--- config.mk ---
export PLATFORM = sky130hd
export DESIGN_NAME = gpio_irq_port
export DESIGN_NICKNAME = d
export VERILOG_FILES = /design/src/rtl/gpio_irq_port.sv
export SDC_FILE = /design/constraint.sdc
export NUM_CORES = 1
export LEC_CHECK = 0
export BUFFER_PORTS_ARGS = -buffer_cell sky130_fd_sc_hd__buf_2
export CORE_UTILIZATION = 30
export DETAILED_ROUTE_END_ITERATION = 16
export PLACE_DENSITY_LB_ADDON = 0.25
export SLEW_MARGIN = 30
export SYNTH_ARGS = -nofsm -noshare
export SYNTH_HDL_FRONTEND = slang
export SYNTH_SLANG_ARGS = --single-unit
--- constraint.sdc ---
create_clock -name clk -period 1.5 [get_ports clk]
set_input_delay 0 -clock clk [delete_from_list [all_inputs] [get_ports clk]]
set_output_delay 0 -clock clk [all_outputs]
set_load 0.02 [all_outputs]
--- src/rtl/gpio_irq_port.sv ---
module gpio_irq_port #(
  parameter int NPIN = 32,
  parameter int AW   = 8
) (
  input  logic            clk,
  input  logic            rst_n,
  input  logic [AW-1:0]   bus_addr,
  input  logic [NPIN-1:0] bus_wdata,
  input  logic            bus_we,
  output logic [NPIN-1:0] bus_rdata,
  input  logic [NPIN-1:0] pin_in,
  output logic [NPIN-1:0] pin_out,
  output logic [NPIN-1:0] pin_oe,
  output logic            irq
);
  localparam logic [3:0] IX_OUT  = 4'd0;
  localparam logic [3:0] IX_IN   = 4'd1;
  localparam logic [3:0] IX_OE   = 4'd2;
  localparam logic [3:0] IX_SRC  = 4'd3;
  localparam logic [3:0] IX_EN   = 4'd4;
  localparam logic [3:0] IX_LEV  = 4'd5;
  localparam logic [3:0] IX_POL  = 4'd6;
  localparam logic [3:0] IX_STAT = 4'd7;
  localparam logic [3:0] OP_PUT  = 4'h0;
  localparam logic [3:0] OP_SET  = 4'h4;
  localparam logic [3:0] OP_CLR  = 4'h8;

  logic [NPIN-1:0] out_q, oe_q, src_q, en_q, lev_q, pol_q, stat_q;
  logic [NPIN-1:0] sy1_q, sy2_q, sy3_q;
  logic [NPIN-1:0] rise, fall, cond, hw_set;

  wire [3:0] ix = bus_addr[7:4];
  wire [3:0] op = bus_addr[3:0];

  function automatic logic [NPIN-1:0] upd(input logic [NPIN-1:0] cur,
                                          input logic hit,
                                          input logic [3:0] mode,
                                          input logic [NPIN-1:0] wd);
    logic [NPIN-1:0] r;
    r = cur;
    if (hit) begin
      case (mode)
        OP_PUT:  r = wd;
        OP_SET:  r = cur | wd;
        OP_CLR:  r = cur & ~wd;
        default: r = cur;
      endcase
    end
    return r;
  endfunction

  assign rise   = sy2_q & ~sy3_q;
  assign fall   = ~sy2_q & sy3_q;
  assign cond   = (lev_q & ((pol_q & sy2_q) | (~pol_q & ~sy2_q)))
                | (~lev_q & ((pol_q & rise) | (~pol_q & fall)));
  assign hw_set = src_q & cond;

  always_ff @(posedge clk or negedge rst_n) begin
    if (!rst_n) begin
      sy1_q <= '0;
      sy2_q <= '0;
      sy3_q <= '0;
    end else begin
      sy1_q <= pin_in;
      sy2_q <= sy1_q;
      sy3_q <= sy2_q;
    end
  end

  always_ff @(posedge clk or negedge rst_n) begin
    if (!rst_n) begin
      out_q  <= '0;
      oe_q   <= '0;
      src_q  <= '0;
      en_q   <= '0;
      lev_q  <= '0;
      pol_q  <= '0;
      stat_q <= '0;
    end else begin
      out_q  <= upd(out_q,  bus_we && ix == IX_OUT,  op, bus_wdata);
      oe_q   <= upd(oe_q,   bus_we && ix == IX_OE,   op, bus_wdata);
      src_q  <= upd(src_q,  bus_we && ix == IX_SRC,  op, bus_wdata);
      en_q   <= upd(en_q,   bus_we && ix == IX_EN,   op, bus_wdata);
      lev_q  <= upd(lev_q,  bus_we && ix == IX_LEV,  op, bus_wdata);
      pol_q  <= upd(pol_q,  bus_we && ix == IX_POL,  op, bus_wdata);
      stat_q <= upd(stat_q, bus_we && ix == IX_STAT, op, bus_wdata) | hw_set;
    end
  end

  always_comb begin
    case (ix)
      IX_OUT:  bus_rdata = out_q;
      IX_IN:   bus_rdata = sy2_q;
      IX_OE:   bus_rdata = oe_q;
      IX_SRC:  bus_rdata = src_q;
      IX_EN:   bus_rdata = en_q;
      IX_LEV:  bus_rdata = lev_q;
      IX_POL:  bus_rdata = pol_q;
      IX_STAT: bus_rdata = stat_q;
      default: bus_rdata = '0;
    endcase
  end

  assign pin_out = out_q;
  assign pin_oe  = oe_q;
  assign irq     = |(stat_q & en_q);
endmodule

==> impl_metrics.ini <==
[clock_network]
insertion_delay_ns = 0.55
clock_path_buffers = 3
cts_htree_levels = 2
clk_pin_slew_worst_paths_ns = 0.06
cts_tree = built
cts_sinks = 320
cts_buffers = 39
clock-root-buffer = clkbuf_16

[run]
cap_violations = 0

[worst_setup_path]
crit_chain = a22oi_2 > nand4_1 > or4_4 > buf_6
reg2reg_from = pol_q[1]
crit_type = flip-flop to primary output
arrival_ns = 2.14
end_kind = primary output
start_kind = flip-flop
crit_path_max_fanout = 2
cp.required_ns = 1.50
crit_start = en_q[23]
cpPeakStageDelay_ns = 0.58
cpMaxStageDelayCell = or4_4

[floorplan]
die_h_um = 225.8
initial_utilization_pct = 30.58
fp.dieW_um = 225.8
io_pins = 172
fp.dieArea_mm2 = 0.05101
core_mm2 = 0.04915
rows = 81

[grt]
grt_remaining_overflow = 0
grt_max_degree = 89
grt_usage_pct = 24.51
grt_pass1_wl_mm = 92.36
antenna_found_initial = 1
grt_pass1_vias = 14230

[synthesis]
yosysTopAreaCell = dfrtp_1
yosysWarnings = 0
synth.avg_cell_area_um2 = 9.922
yosysMostFrequentCell = dfrtp_1
synth_fp_nets = 1590
synth_cells = 1515
synth_ff_type = dfrtp_1
syn_area_mm2 = 0.01503
synthTopCellsByCount = dfrtp_1, nand2_1, o211ai_1
synth_seq_cells = 320
synth-seq-area-share_pct = 53.27
synth_edf_count = 0
ys_types = 50
yosys.area.top_type_share_pct = 53.27
synthArstFlopShare_pct = 100.0
synth_area_leaders = dfrtp_1, o211ai_1, o21ai_0, nand2_1, a22oi_1

[detailed_routing]
vias = 14450
postRouteAntennaNets = 0
drc = 0
avgViaCountPerCell = 5.559
firstDrtPassIters = 7
routed_wl_mm = 62.13
wl_per_cell_um = 23.91
drtIter0Drc = 1536

[sta]
hold_viol = 0
rsz0062_at_grt = true
min_period_ns = 2.141
hold_ws_ns = 0.01307
fmax_mhz = 467.2
finalSetupViolCount = 33
slew_viol_final = 0
skew_ns = 0.01149
setup_slack_ns = -0.6406
tightest_slew_ns = 0.5295
fin_crit_sh_pct = 142.7
relSlewSlack_pct = 64.70
setup_tns_ns = -11.70

[place]
port_buffers = 171
gp_congestion = 0.8879
hpwl_mm = 42.35
place_ws_ns = -0.3001
placedCellCount = 2433
placed_area_mm2 = 0.01815

[finish]
final_nets = 1980
n_fill_cell = 4716
syn_to_final_growth_pct = 38.70
final_core_util_pct = 42.42
drive_gt1_share_pct = 28.23
stdcell_count = 2599
fin_area_mm2 = 0.02085

[power_and_ir_drop]
power_mw = 26.64
ir_drop_mv = 0.7404
p_leak_nw = 8.925
cellPowerDensity_mw_per_mm2 = 1278

[hold_path]
hp-class = input pin to asynchronous set/reset pin

[status]
violations = setup timing
status = finished with violations
==> cells in the final DEF (no fill, tap or decap), types with 4 or more instances in the layout <==
cell type / Yosys / routed
a221oi_2: 0 / 5
mux2i_1: 6 / 6
clkbuf_8: 0 / 10
a22o_1: 19 / 19
nor2_1: 37 / 37
o21ai_1: 45 / 45
nand2_1: 219 / 218
nor3b_1: 4 / 4
buf_6: 0 / 39
buf_2: 40 / 141
o21ai_0: 183 / 183
dfrtp_1: 320 / 316
nand3_2: 0 / 7
nor3_1: 6 / 5
a22oi_2: 0 / 17
xor2_1: 31 / 31
nand3_1: 78 / 71
clkinv_2: 0 / 6
clkbuf_16: 0 / 41
xnor2_1: 32 / 32
a22oi_1: 76 / 59
clkbuf_1: 84 / 4
dfrtp_2: 0 / 4
and3_1: 9 / 8
mux2_2: 5 / 4
dlygate4sd3_1: 0 / 66
o211ai_1: 215 / 215
nand4_1: 4 / 4
buf_4: 11 / 210
nor2b_1: 9 / 9
a222oi_1: 19 / 19
buf_12: 0 / 30
a21oi_1: 14 / 14
==> layout make-up <==
cell class	count	area, µm²	area share, %
Tap cell	664	830.8	3.985
Antenna cell	1	2.502	0.01200
Multi-Input combinational cell	1054	6648	31.88
Timing Repair Buffer	487	3998	19.17
Clock buffer	55	1179	5.653
Clock inverter	15	168.9	0.8101
Sequential cell	320	8013	38.43
Inverter	3	11.26	0.05401
==> critical path, delay by kind of cell, from the launching register on <==
family / cells / cell delay (ns)
compound gates: 1 / 0.31
buf+inv: 1 / 0.16
flops: 1 / 0.39
simple gates: 2 / 0.72
==> path summary, 6_finish.rpt <==
path	cells past startpoint	end	slack, ns
worst max-delay path	4	irq	-0.64
worst min-delay path	3	pin_out[31]	0.01
worst max register to register	4	stat_q[1]	0.31
worst min register to register	0	sy2_q[3]	0.34
max in group asynchronous	4	en_q[23]	0.67
min in group clk	2	sy1_q[15]	0.08
==> cells by family (layout without fill, tap and decap cells) <==
kind of cell           after synthesis  count (layout)  synth area share [%]
other                                0               1                     0
buffers and inverters              141             560                 4.153
flip-flops                         320             320                 53.27
AND/OR/NAND/NOR                    388             388                 11.89
multiplexers                        12              12                0.9239
XOR/XNOR                            63              63                 3.671
AO/OA/AOI/OAI                      591             591                 26.09
==> registers in the layout, summed over array words and instances, names as in the netlist <==
register / cells
en_q: 32
lev_q: 32
pin_oe: 32
pin_out: 32
pol_q: 32
src_q: 32
stat_q: 32
sy1_q: 32
sy2_q: 32
sy3_q: 32
==> where the power goes <==
group	internal, mW	switching (mW)	total (mW)
combinational	2.64	2.90	5.54
clock	6.00	3.84	9.84
sequential	9.88	1.38	11.3
==> repair_timing <==
item                       4_1_cts  5_1_grt
gates resized for setup         97       20
setup buffers                   27        7
pin swaps                       54       24
hold buffers                    67        0
hold endpoints to repair       576        0
setup endpoints to repair       33       33
==> per-layer routing <==
layer	global-route usage (%)	vias up	wire [µm]
met3	4.502	129	4798
met2	37.45	683	28070
li1	-	6422	-
met1	33.83	7215	27030
met5	0	-	0
met4	10.47	0	2231
(Power assumes the default switching activity.)
